--- src/rtl/tbcap_pkg.sv ---
package tbcap_pkg;
  parameter int CAP_CH = 2;

  typedef struct packed {
    logic [CAP_CH-1:0] capture;
  } tbcap_strobe_t;
endpackage

--- src/rtl/tbcap_ctrl.sv ---
module tbcap_ctrl
  import tbcap_pkg::*;
#(
  parameter int NCH    = CAP_CH,
  parameter int DATA_W = 8,
  parameter int ADDR_W = 2
) (
  input  logic              clk,
  input  logic              rstN,
  input  logic [NCH-1:0]    trigPin,
  input  logic [NCH-1:0]    pullUp,
  input  logic              wrEn,
  input  logic [ADDR_W-1:0] wrAddr,
  input  logic [DATA_W-1:0] wrData,
  output tbcap_strobe_t     strb,
  output logic [NCH-1:0]    enable,
  output logic [NCH-1:0]    flag,
  output logic [NCH-1:0]    overrun
);
  localparam logic [ADDR_W-1:0] CTRL_ADDR = '0;
  localparam logic [ADDR_W-1:0] STAT_ADDR = ADDR_W'(1);

  logic [NCH-1:0] syncA, syncB, syncC;
  logic [NCH-1:0] hit;
  logic           ctrlWr, statWr;

  always_ff @(posedge clk or negedge rstN) begin
    if (!rstN) begin
      syncA <= '0;
      syncB <= '0;
      syncC <= '0;
    end else begin
      syncA <= trigPin;
      syncB <= syncA;
      syncC <= syncB;
    end
  end

  assign ctrlWr = wrEn && (wrAddr == CTRL_ADDR);
  assign statWr = wrEn && (wrAddr == STAT_ADDR);

  always_comb begin
    for (int i = 0; i < NCH; i++) begin
      hit[i] = enable[i] & (pullUp[i] ? (syncC[i] & ~syncB[i])
                                      : (~syncC[i] & syncB[i]));
    end
    strb = '0;
    strb.capture[NCH-1:0] = hit;
  end

  always_ff @(posedge clk or negedge rstN) begin
    if (!rstN) enable <= '0;
    else if (ctrlWr) enable <= wrData[NCH-1:0];
  end

  generate
    for (genvar g = 0; g < NCH; g++) begin : gChan
      always_ff @(posedge clk or negedge rstN) begin
        if (!rstN) begin
          flag[g]    <= 1'b0;
          overrun[g] <= 1'b0;
        end else begin
          if (hit[g]) flag[g] <= 1'b1;
          else if (statWr && wrData[g]) flag[g] <= 1'b0;

          if (hit[g] && flag[g]) overrun[g] <= 1'b1;
          else if (statWr && wrData[NCH+g]) overrun[g] <= 1'b0;
        end
      end

      // a flag only rises on a channel that was enabled
      assert_flag_needs_enable_R5: assert property (
        @(posedge clk) disable iff (!rstN)
        $rose(flag[g]) |-> $past(enable[g]));

      // every capture strobe leaves the flag set
      assert_capture_sets_flag_R6: assert property (
        @(posedge clk) disable iff (!rstN)
        strb.capture[g] |=> flag[g]);

      // overrun only follows an already-set flag
      assert_overrun_after_flag_R7: assert property (
        @(posedge clk) disable iff (!rstN)
        $rose(overrun[g]) |-> $past(flag[g]));
    end
  endgenerate
endmodule

--- src/rtl/tbcap_datapath.sv ---
module tbcap_datapath
  import tbcap_pkg::*;
#(
  parameter int NCH    = CAP_CH,
  parameter int TAP_W  = 4,
  parameter int DATA_W = 8,
  parameter int ADDR_W = 2
) (
  input  logic              clk,
  input  logic              rstN,
  input  logic [TAP_W-1:0]  tapIn,
  input  tbcap_strobe_t     strb,
  input  logic [NCH-1:0]    enable,
  input  logic [NCH-1:0]    flag,
  input  logic [NCH-1:0]    overrun,
  input  logic [ADDR_W-1:0] rdAddr,
  output logic [DATA_W-1:0] rdData
);
  localparam int CAP_BASE = 2;

  logic [TAP_W-1:0] capReg [NCH];

  generate
    for (genvar g = 0; g < NCH; g++) begin : gCap
      always_ff @(posedge clk or negedge rstN) begin
        if (!rstN) capReg[g] <= '0;
        else if (strb.capture[g]) capReg[g] <= tapIn;
      end

      assert_capture_loads_taps_R2: assert property (
        @(posedge clk) disable iff (!rstN)
        strb.capture[g] |=> (capReg[g] == $past(tapIn)));

      assert_capture_holds_R4: assert property (
        @(posedge clk) disable iff (!rstN)
        !strb.capture[g] |=> $stable(capReg[g]));
    end
  endgenerate

  always_comb begin
    rdData = '0;
    if (rdAddr == ADDR_W'(0)) rdData[NCH-1:0] = enable;
    if (rdAddr == ADDR_W'(1)) rdData[2*NCH-1:0] = {overrun, flag};
    for (int i = 0; i < NCH; i++) begin
      if (rdAddr == ADDR_W'(CAP_BASE + i)) rdData[TAP_W-1:0] = capReg[i];
    end
  end
endmodule

--- src/rtl/tbcap_top.sv ---
module tbcap_top
  import tbcap_pkg::*;
#(
  parameter int NCH    = CAP_CH,
  parameter int TAP_W  = 4,
  parameter int DATA_W = 8,
  parameter int ADDR_W = $clog2(NCH + 2)
) (
  input  logic              clk,
  input  logic              rstN,
  input  logic [TAP_W-1:0]  tapIn,
  input  logic [NCH-1:0]    trigPin,
  input  logic [NCH-1:0]    pullUp,
  input  logic              wrEn,
  input  logic [ADDR_W-1:0] wrAddr,
  input  logic [DATA_W-1:0] wrData,
  input  logic [ADDR_W-1:0] rdAddr,
  output logic [DATA_W-1:0] rdData
);
  tbcap_strobe_t  strb;
  logic [NCH-1:0] enable, flag, overrun;

  tbcap_ctrl #(.NCH(NCH), .DATA_W(DATA_W), .ADDR_W(ADDR_W)) u_ctrl (
    .clk(clk), .rstN(rstN), .trigPin(trigPin), .pullUp(pullUp),
    .wrEn(wrEn), .wrAddr(wrAddr), .wrData(wrData),
    .strb(strb), .enable(enable), .flag(flag), .overrun(overrun));

  tbcap_datapath #(.NCH(NCH), .TAP_W(TAP_W), .DATA_W(DATA_W), .ADDR_W(ADDR_W)) u_dp (
    .clk(clk), .rstN(rstN), .tapIn(tapIn), .strb(strb),
    .enable(enable), .flag(flag), .overrun(overrun),
    .rdAddr(rdAddr), .rdData(rdData));
endmodule

--- config.mk ---
export PLATFORM = sky130hd
export DESIGN_NAME = tbcap_top
export DESIGN_NICKNAME = d
export VERILOG_FILES = /design/src/rtl/tbcap_pkg.sv /design/src/rtl/tbcap_ctrl.sv /design/src/rtl/tbcap_datapath.sv /design/src/rtl/tbcap_top.sv
export SDC_FILE = /design/constraint.sdc
export NUM_CORES = 1
export LEC_CHECK = 0
export ABC_AREA = 1
export BUFFER_PORTS_ARGS = -buffer_cell sky130_fd_sc_hd__buf_2
export CAP_MARGIN = 10
export CELL_PAD_IN_SITES_DETAIL_PLACEMENT = 0
export CELL_PAD_IN_SITES_GLOBAL_PLACEMENT = 2
export CORE_ASPECT_RATIO = 2
export CORE_MARGIN = 5
export CORE_UTILIZATION = 30
export DETAILED_ROUTE_END_ITERATION = 8
export GPL_ROUTABILITY_DRIVEN = 0
export HOLD_SLACK_MARGIN = 0.15
export PLACE_DENSITY = 0.78
export SLEW_MARGIN = 25
export SYNTH_ARGS = -nofsm -noshare
export SYNTH_HDL_FRONTEND = slang
export SYNTH_HIERARCHICAL = 1
export SYNTH_SLANG_ARGS = --single-unit
--- constraint.sdc ---
create_clock -name clk -period 1.6 [get_ports clk]
set_clock_uncertainty 0.1 [all_clocks]
set_input_delay 0.32 -clock clk [delete_from_list [all_inputs] [get_ports clk]]
set_output_delay 0.32 -clock clk [all_outputs]
set_load 0.03 [all_outputs]
* Yosys cells after proc, flatten, opt, wreduce, memory -nomap -nowiden *
Index checks and enable logic that the tools add are counted.

storage, ports and cells
  bits of input ports = 23
  register bits after elaboration = 20
  word-level logic and storage cells = 52
  output and inout port bits = 8

operators by class
  equality and inequality tests = 4
  reduce and logical (&&, ||, !) cells = 14
  bitwise operators = 10
  muxes and demuxes = 14

operators with widths
  cell                                                                   count
  4-bit two-way mux                                                      3
  1-bit two-way mux                                                      10
  1-bit logical AND                                                      8
  2-bit nonzero test                                                     4
  1-bit AND                                                              6
  2-bit by 1-bit equality test with 1-bit output, second input constant  2
  2-bit equality test, second input constant                             2
  2-bit logical NOT                                                      2
  1-bit NOT                                                              4
  2-bit two-way mux                                                      1

* Longest topological paths before layout *
Gate-level depths: netlist of run 1.

  depth after elaboration = 6
  mapped depth = 7
  mapped depth without buffers = 7

* Cells and area by module *
Netlist of run 1, hierarchy kept.

by module, submodules not included
  module          instances  sequential area each (sq um)  area each (sq um)  cells an instance
  tbcap_datapath  1          200.2                         478.0              58
  tbcap_ctrl      1          300.3                         464.2              50

* Worst setup path before layout of run 1 *
No wires, ideal clock.

  path kind = in2out
  from = in rdAddr[1]
  to = out rdData[0]
  slack = 0.338 ns
  stages = 4
  data required time = 1.180 ns
  buffers on the path = 1
  arrival = 0.842 ns
  path through = buf_6 > inv_4 > nand3_1 > nand4_1

between the ends
  word-level cells in the longest chain between the ends = 5
  elaborated cells on any way between the ends = 8
  classes of those cells = eq/ne: 3; mux: 4; reduce/logical: 1

ends and longest elaborated chain
  what                 RTL line              RTL
  from (decl)          tbcap_top.sv:17       input logic [ADDR_W-1:0] rdAddr,
  2-bit logical NOT    tbcap_datapath.sv:42  if (rdAddr == ADDR_W'(0)) rdData[NCH-1:0] = enable;
  2-bit two-way mux    tbcap_datapath.sv:42
  4-bit two-way mux    tbcap_datapath.sv:43  if (rdAddr == ADDR_W'(1)) rdData[2*NCH-1:0] = {overrun, flag};
  4-bit two-way mux    tbcap_datapath.sv:45  if (rdAddr == ADDR_W'(CAP_BASE + i)) rdData[TAP_W-1:0] = capReg[i];
  4-bit two-way mux *  tbcap_datapath.sv:45
  to (decl)            tbcap_top.sv:18       output logic [DATA_W-1:0] rdData

Every way passes the cells marked *; elsewhere a longest branch is shown, timed or not.

* Worst setup path in the final report of run 1 *
  from = reg u_ctrl.enable[0]
  to = out rdData[0]

between the ends
  word-level cells in the longest chain between the ends = 4

ends and longest elaborated chain
  what                            RTL line              RTL
  from (decl)                     tbcap_ctrl.sv:16      output logic [NCH-1:0] enable,
  from (signal assigned)          tbcap_ctrl.sv:53      else if (ctrlWr) enable <= wrData[NCH-1:0];
  2-bit two-way mux               tbcap_datapath.sv:42
  4-bit two-way mux               tbcap_datapath.sv:43
  4-bit two-way mux (2 in a row)  tbcap_datapath.sv:45

Every way passes these cells.

==> results of run 1 <==
-- cell usage after synthesis --
cell type / instances
o21ai_0: 2
nand4_1: 2
inv_1: 21
conb_1: 1
nand2_4: 1
nor2_1: 1
inv_4: 2
nand3_2: 1
buf_6: 2
buf_4: 4
o21ai_1: 12
nand3_1: 18
dfrtp_1: 20
nand2_1: 19
o211ai_2: 2
-- per-layer routing --
layer | share of wire | up-vias | GRT usage | routed length [µm]
met1 | 0.37 | 345 | 0.1008 | 757
met4 | 0.021 | 0 | 0.07876 | 42
met2 | 0.55 | 20 | 0.1868 | 1112
met5 | 0 | - | 0 | 0
li1 | - | 386 | - | -
met3 | 0.058 | 4 | 0.02003 | 117
-- how the worst max path moves through the flow --
| stage | cells past startpoint | endpoint | startpoint | slack (ns) |
|---|---|---|---|---|
| 3_3_place_gp | 5 | rdData[2] | rdAddr[1] | 0.22 |
| 4_1_cts | 3 | rdData[1] | u_dp/capReg[1] | 0.13 |
| 6_report | 3 | rdData[0] | u_ctrl/enable[0] | 0.15 |
| 3_5_place_dp | 5 | rdData[2] | rdAddr[1] | 0.21 |
| 2_1_floorplan | 4 | rdData[0] | rdAddr[1] | 0.34 |
| 5_1_grt | 3 | rdData[0] | u_ctrl/enable[0] | 0.07 |
-- metrics by stage --
step	std cells	utilization	area (µm²)
6_report	164	0.3816	1150
2_1_floorplan	111	-	953.4
4_1_cts	164	0.3816	1150
3_3_place_gp	157	0.3480	1049
5_1_grt	164	0.3816	1150
3_5_place_dp	157	0.3480	1049
-- logic make-up after synthesis --
family | synth area share
flip-flops | 0.5312
AND/OR/NAND/NOR | 0.2112
AO/OA/AOI/OAI | 0.1009
other | 0.003980
buffers and inverters | 0.1527
-- sequential cells by signal (all words and copies together), names as in the netlist --
register and count:
u_ctrl/overrun 2, u_ctrl/syncB 2, u_ctrl/syncA 2, u_ctrl/enable 2, u_ctrl/flag 2, u_ctrl/syncC 2
u_dp/capReg 8
-- what timing repair did --
item                                   in CTS  in global routing
endpoints found under the hold margin      22                  0
setup endpoints to repair                   0                  0
hold buffers                                3                  0
-- worst min-delay path: stages --
cell     delay [ns]
buf_2          0.09
nand2_1        0.04
o21ai_0        0.06
-- report_power, final --
| group | internal [mW] | switching, mW | total, mW |
|---|---|---|---|
| Combinational | 0.123 | 0.209 | 0.332 |
| Sequential | 0.633 | 0.0778 | 0.711 |
| Clock | 0.334 | 0.172 | 0.506 |
| Total | 1.09 | 0.459 | 1.55 |
-- final cells by class --
type                    count  area (µm²)
inverters                  23       91.34
clock inverters             1       30.03
flip-flops and latches     20       500.5
fillers                   332        1863
multi-input cells          62       309.0
repair buffers             25       140.1
clock buffers               3       41.29
well taps                  30       37.54
-- cells in the final DEF, fill, tap and decap left out, types with 2 or more instances in the layout --
| master | count |
|---|---|
| buf_2 | 22 |
| clkbuf_8 | 3 |
| conb_1 | 4 |
| dfrtp_1 | 20 |
| dlygate4sd3_1 | 3 |
| inv_1 | 21 |
| inv_4 | 2 |
| nand2_1 | 19 |
| nand3_1 | 18 |
| nand4_1 | 2 |
| o211ai_2 | 2 |
| o21ai_0 | 2 |
| o21ai_1 | 12 |
==> flow_metrics.py, run 1 <==
metrics = {
    "sta": {
        "whs_ns": 0.1835,
        "setup_ws_ns": 0.1501,
        "finalMaxSlewViolations": 0,
        "fin_crit_sh": 0.9062,
        "rsz0062_at_grt": "no",
        "finalSetupViolations": 0,
        "fin_crit_ns": 1.450,
        "fin_setup_tns_ns": 0,
        "fmax_mhz": 689.7,
        "hold_viol": 0,
    },
    "setup_path": {
        "rrSetupSlack_ns": 0.31,
        "crit_chain": "nand3_1 -> nand4_1 -> buf_2",
        "worst_setup_path_end_kind": "primary output",
        "critical_path_required_ns": 1.18,
        "critPathSlowestCell": "dfrtp_1",
        "arrival_ns": 1.03,
        "reg2reg_depth": 7,
        "r2r_end": "u_dp/capReg[4]",
        "path_delay_family": "flip-flops",
        "path_class": "flip-flop to primary output",
        "r2r-start": "u_ctrl/syncB[0]",
        "worstSetupStartpointType": "flip-flop",
        "critPathBufInv": 1,
        "path_max_fanout": 4,
        "cpPeakStageDelay_ns": 0.42,
    },
    "final_layout": {
        "area_growth_pct": 22.04,
        "nets": 158,
        "drive_gt1_frac": 0.2388,
        "n_antenna_cell": 0,
    },
    "place": {
        "dp_slack_ns": 0.2098,
        "io_buffer_count": 22,
        "dpl.hpwl_mm": 1.591,
    },
    "cts": {
        "numCtsBuffers": 3,
        "clock_sinks": 20,
        "ctsHtreeMaxLevel": 1,
        "clk_pin_slew_ns": 0.08,
        "ctsResizeCount": 0,
        "clkLatencyLatePin_ns": 0.26,
        "cts_root_buffer": "clkbuf_8",
        "postCtsSetupBuffers": 0,
        "cts_tree": "built",
        "cts.path.max_buffers": 2,
    },
    "grt": {
        "grt_pass1_wl_mm": 3.374,
        "grt_max_degree": 21,
        "grt_antenna_before_repair": 0,
        "globalRouteTotalUtil": 0.1036,
        "grt_pass1_vias": 777,
        "grt.overflow.total": 0,
    },
    "synthesis": {
        "syn_avg_cell_area_um2": 8.724,
        "yosysTopAreaCell": "dfrtp_1",
        "yosysWarnings": 6,
        "seq_area_frac_synth": 0.5312,
        "syn_inst": 108,
        "netlist_area_um2": 942.2,
        "netlist_top_cells_area": "dfrtp_1 (53%), nand3_1 (9.6%), inv_1 (8.4%), nand2_1 (7.6%), o21ai_1 (6.4%)",
        "synth_top_area_share": 0.5312,
        "synth_cell_types": 15,
        "ys_ff_latch": 20,
    },
    "power_and_ir_drop": {
        "ir_worst_vdd_uv": 482.4,
        "power_density_nw_per_um2": 1347,
        "p_total_mw": 1.549,
        "power.leakage_nw": 0.6214,
    },
    "floorplan": {
        "top_level_ports": 31,
        "start_util": 0.3127,
        "core-area_um2": 3013,
        "die-area_um2": 4429,
        "die_h_um": 89.25,
        "die_x_um": 49.63,
        "num_rows": 28,
    },
    "routing": {
        "drtPass1Iterations": 4,
        "avgRoutedWirePerCell_um": 12.37,
        "routed_wl_mm": 2.029,
        "antenna_left": 0,
        "num_vias": 755,
        "drt_iter0_drc": 25,
        "vias_per_cell": 4.604,
        "post-route-drc-count": 0,
    },
    "worst_hold_path": {
        "hold_class": "input pin to flip-flop",
        "min_to": "u_dp/capReg[2]",
        "holdCritStartpoint": "tapIn[2]",
        "min_path_cells": 3,
    },
    "job": {
        "drv_cap": 0,
    },
    "run_status": {
        "outcome": "finished clean",
    },
}
No activity file was read; power rests on OpenSTA's default activity.
==> run 2, diff against run 1 <==
==> constraint.sdc (replaced) <==
create_clock -name clk -period 1.6 [get_ports clk]
set_clock_uncertainty 0.1 [all_clocks]
set_input_delay 0.32 -clock clk [delete_from_list [all_inputs] [get_ports clk]]
set_output_delay 0.32 -clock clk [all_outputs]
set_load 0.1 [all_outputs]
==> flow_metrics.py, run 2 (same netlist as run 1, synthesis figures left out) <==
metrics = {
    "run_status": {
        "outcome": "finished clean",
    },
    "routing": {
        "avgRoutedWirePerCell_um": 11.98,
        "drtPass1Iterations": 3,
        "num_vias": 776,
        "drt_iter0_drc": 14,
        "vias_per_cell": 4.675,
        "post-route-drc-count": 0,
        "routed_wl_mm": 1.989,
        "antenna_left": 0,
    },
    "sta": {
        "fin_crit_sh": 0.9568,
        "whs_ns": 0.1866,
        "finalSetupViolations": 0,
        "fin_setup_tns_ns": 0,
        "rsz0062_at_grt": "no",
        "finalMaxSlewViolations": 0,
        "fmax_mhz": 653.3,
        "hold_viol": 0,
        "fin_crit_ns": 1.531,
    },
    "grt": {
        "grt_pass1_vias": 795,
        "grt_antenna_before_repair": 0,
        "grt_pass1_wl_mm": 3.408,
        "grt_max_degree": 21,
        "globalRouteTotalUtil": 0.1017,
        "grt.overflow.total": 0,
    },
    "place": {
        "io_buffer_count": 22,
        "placed_area_um2": 1154,
        "dpl.hpwl_mm": 1.601,
    },
    "power_and_ir_drop": {
        "p_total_mw": 1.749,
        "power_density_nw_per_um2": 1395,
        "power.leakage_nw": 0.6440,
        "ir_worst_vdd_uv": 470.1,
    },
    "final_layout": {
        "design_area_um2": 1254,
        "drive_gt1_frac": 0.2794,
        "nets": 160,
        "n_antenna_cell": 0,
        "final_common_cell": "inv_1",
        "area_growth_pct": 33.07,
        "largest_reg_flops": 8,
        "regMostFlops": "u_dp/capReg",
        "final_cell_mix": "inv_1 (21), dfrtp_1 (20), nand2_1 (19)",
    },
    "cts": {
        "numCtsBuffers": 3,
        "clock_sinks": 20,
        "ctsHtreeMaxLevel": 1,
        "cts_root_buffer": "clkbuf_8",
        "ctsResizeCount": 0,
        "clk_pin_slew_ns": 0.07,
        "cts.path.max_buffers": 2,
        "clkLatencyLatePin_ns": 0.26,
        "cts_tree": "built",
    },
    "floorplan": {
        "top_level_ports": 31,
        "num_rows": 28,
        "start_util": 0.3127,
        "die_x_um": 49.63,
        "die-area_um2": 4429,
        "die_h_um": 89.25,
        "core-area_um2": 3013,
    },
    "setup_path": {
        "crit_cells": 3,
        "arrival_ns": 1.11,
        "critical_path_required_ns": 1.18,
        "path_max_fanout": 3,
        "path_class": "flip-flop to primary output",
        "crit_chain": "nand3_2 -> nand4_1 -> buf_12",
        "reg2reg_depth": 6,
        "r2r-start": "u_ctrl/syncB[1]",
        "cpPeakStageDelay_ns": 0.42,
        "critPathBufInv": 1,
        "critPathSlowestCell": "dfrtp_1",
        "path_delay_family": "flip-flops",
        "worst_setup_path_end_kind": "primary output",
        "r2r_end": "u_dp/capReg[2]",
        "cp-startpoint": "u_ctrl/enable[0]",
        "rrSetupSlack_ns": 0.35,
        "worstSetupStartpointType": "flip-flop",
        "cp-endpoint": "rdData[0]",
    },
    "worst_hold_path": {
        "hold_class": "input pin to flip-flop",
        "min_path_cells": 3,
    },
    "job": {
        "drv_cap": 0,
    },
}
## run 2: how the worst min path moves through the flow
stage                        to  startpoint
5_1_grt          u_dp/capReg[1]    tapIn[1]
2_1_floorplan  u_ctrl/enable[0]        rstN
3_5_place_dp    u_ctrl/syncC[1]        rstN
3_3_place_gp    u_ctrl/syncC[1]        rstN
4_1_cts          u_dp/capReg[3]    tapIn[3]
6_report         u_dp/capReg[3]    tapIn[3]
## run 2: layer usage
metal  part of all wire  vias up  global-route usage
met5                  0        -                   0
met4              0.030        0             0.06444
met3              0.063        4             0.02671
met2               0.55       20              0.1810
met1               0.36      360              0.1026
li1                   -      392                   -
## run 2: area by class of cell
cell class | instances | area (µm²)
flip-flops and latches | 20 | 500.5
clock buffers | 4 | 55.05
repair buffers | 27 | 215.2
fillers | 327 | 1759
multi-input cells | 62 | 346.6
well taps | 30 | 37.54
inverters | 23 | 98.84
## run 2: what timing repair did
item	4_1_cts	5_1_grt
setup endpoints to repair	0	1
hold buffers	3	0
buffers inserted	0	2
hold endpoints to repair	22	0
## run 2: power by group
part | switching (mW) | total (mW) | internal (mW)
registers | 0.0740 | 0.707 | 0.633
logic | 0.429 | 0.662 | 0.233
clock network | 0.161 | 0.380 | 0.219
total | 0.664 | 1.75 | 1.08
## run 2: per-stage QoR
stage	setup slack, ns	utilization	cells
detailed placement	0.1030	0.3829	157
CTS	0.02126	0.4111	164
global placement	0.1014	0.3829	157
floorplan	-0.2385	-	111
finish	0.06919	0.4161	166
global route	0.0005638	0.4161	166
## run 2: worst register-to-register path, stage by stage (launching register included)
cell     delay, ns
dfrtp_1       0.39
inv_1         0.06
nand3_1       0.05
nand2_1       0.12
nand2_1       0.08
inv_1         0.20
o21ai_0       0.13
==> run 3, diff against run 2 <==
--- a/config.mk
+++ b/config.mk
@@ -6,7 +6,7 @@
 export NUM_CORES = 1
 export LEC_CHECK = 0
 export ABC_AREA = 1
-export BUFFER_PORTS_ARGS = -buffer_cell sky130_fd_sc_hd__buf_2
+export BUFFER_PORTS_ARGS = -buffer_cell sky130_fd_sc_hd__buf_4
 export CAP_MARGIN = 10
 export CELL_PAD_IN_SITES_DETAIL_PLACEMENT = 0
 export CELL_PAD_IN_SITES_GLOBAL_PLACEMENT = 2
==> flow_metrics.py, run 3 (same netlist as run 1, synthesis figures left out) <==
metrics = {
    "power_and_ir_drop": {
        "comb_power_share": 0.362,
        "clkPwrFrac": 0.201,
        "internal_power_mw": 0.9817,
        "power_frac_seq": 0.436,
        "power.leakage_nw": 0.6313,
        "swShare": 0.3993,
        "ir_worst_vdd_uv": 673.2,
        "power_density_nw_per_um2": 1323,
        "p_total_mw": 1.634,
        "p_switching_mw": 0.6524,
    },
    "setup_path": {
        "path_delay_family": "flip-flops",
        "crit_cells": 3,
        "cp-endpoint": "rdData[0]",
        "reg2reg_depth": 6,
        "crit_chain": "nand3_2 -> nand4_1 -> buf_6",
        "r2r_end": "u_dp/capReg[2]",
        "critPathSlowestCell": "dfrtp_1",
        "worst_setup_path_end_kind": "primary output",
        "path_max_fanout": 4,
        "path_class": "flip-flop to primary output",
        "cp-startpoint": "u_ctrl/enable[0]",
        "critical_path_required_ns": 1.18,
        "arrival_ns": 1.10,
        "worstSetupStartpointType": "flip-flop",
        "r2r-start": "u_ctrl/syncB[1]",
        "critPathBufInv": 1,
        "rrSetupSlack_ns": 0.35,
        "cpPeakStageDelay_ns": 0.42,
    },
    "final_layout": {
        "area_growth_pct": 31.08,
        "drive_gt1_frac": 0.2632,
        "design_area_um2": 1235,
        "largest_reg_flops": 8,
        "seqCellArea_um2": 500.5,
        "n_fill_cell": 332,
        "regMostFlops": "u_dp/capReg",
        "nets": 158,
        "multi_input_area_um2": 346.6,
        "fin_util": 0.4099,
        "n_antenna_cell": 0,
        "layoutNonFillerInstCount": 163,
        "final_cell_mix": "inv_1 (21), dfrtp_1 (20), nand2_1 (19)",
        "final_common_cell": "inv_1",
    },
    "floorplan": {
        "top_level_ports": 31,
        "die-area_um2": 4429,
        "core-area_um2": 3013,
        "die_x_um": 49.63,
        "die_h_um": 89.25,
        "num_rows": 28,
        "start_util": 0.3127,
    },
    "routing": {
        "routed_wl_mm": 2.074,
        "vias_per_cell": 4.583,
        "antenna_left": 0,
        "post-route-drc-count": 0,
        "drtPass1Iterations": 4,
        "avgRoutedWirePerCell_um": 12.72,
        "drt_iter0_drc": 22,
        "num_vias": 747,
    },
    "cts": {
        "clock_sinks": 20,
        "postCtsSetupBuffers": 0,
        "cts_tree": "built",
        "clk_pin_slew_ns": 0.07,
        "cts.path.max_buffers": 2,
        "ctsHtreeMaxLevel": 1,
        "cts_root_buffer": "clkbuf_8",
        "numCtsBuffers": 3,
        "clkLatencyLatePin_ns": 0.26,
    },
    "sta": {
        "fin_setup_tns_ns": 0,
        "finalMaxSlewViolations": 0,
        "fmax_mhz": 656.2,
        "hold_viol": 0,
        "rsz0062_at_grt": "yes",
        "fin_crit_ns": 1.524,
        "finalSetupViolations": 0,
        "setup_ws_ns": 0.07597,
        "whs_ns": 0.1739,
        "fin_crit_sh": 0.9525,
    },
    "place": {
        "dp_slack_ns": 0.06780,
        "numPlacedInstances": 157,
        "io_buffer_count": 22,
        "dpl.hpwl_mm": 1.660,
        "placed_area_um2": 1149,
    },
    "grt": {
        "globalRouteTotalUtil": 0.1101,
        "grt.overflow.total": 0,
        "grt_pass1_wl_mm": 3.581,
        "grt_pass1_vias": 787,
        "grt_antenna_before_repair": 0,
        "grt_max_degree": 21,
    },
    "worst_hold_path": {
        "hold_class": "input pin to flip-flop",
        "holdCritStartpoint": "tapIn[0]",
    },
    "run_status": {
        "outcome": "finished clean",
    },
    "job": {
        "drv_cap": 0,
    },
}
==> run 3: cell count changes in the layout (fill, tap and decap cells not counted), sizes merged <==
cell,before,now
clkbuf,4,3
buf,24,22
==> run 3: worst min-delay path by stage <==
stage | slack [ns] | endpoint | cells after the start
2_1_floorplan | -0.08 | u_ctrl/enable[0] | 0
3_3_place_gp | 0.11 | u_ctrl/syncC[1] | 1
3_5_place_dp | 0.12 | u_ctrl/syncC[1] | 1
4_1_cts | 0.17 | u_dp/capReg[4] | 3
5_1_grt | 0.18 | u_dp/capReg[1] | 3
6_report | 0.17 | u_dp/capReg[4] | 3
==> run 3: power by group through the flow <==
stage / registers [mW] / clock network [mW] / logic, mW
floorplan: 0.698 / 0 / 0.467
global placement: 0.719 / 0 / 0.561
detailed placement: 0.723 / 0 / 0.570
CTS: 0.714 / 0.343 / 0.578
global route: 0.728 / 0.365 / 0.643
finish: 0.713 / 0.329 / 0.592
==> run 3: cell type report <==
class / count / area share
timing repair buffer: 25 / 0.1702
multi-input combinational: 62 / 0.2806
tap: 30 / 0.03040
inverter: 23 / 0.08004
clock buffer: 3 / 0.03343
sequential: 20 / 0.4053
==> run 3: layer usage <==
layer	global-route usage	wire length [µm]
met1	0.1041	709
met3	0.03172	134
met4	0.08831	75
met2	0.1926	1154
met5	0	0
==> run 3: what timing repair did <==
action	in CTS	in global routing
resized for setup	0	4
hold endpoints to repair	22	0
setup endpoints to repair	0	4
hold buffers	3	0
==> run 3: worst min-delay path, stage by stage <==
cell	delay, ns
buf_4	0.08
nand2_1	0.04
o21ai_1	0.06
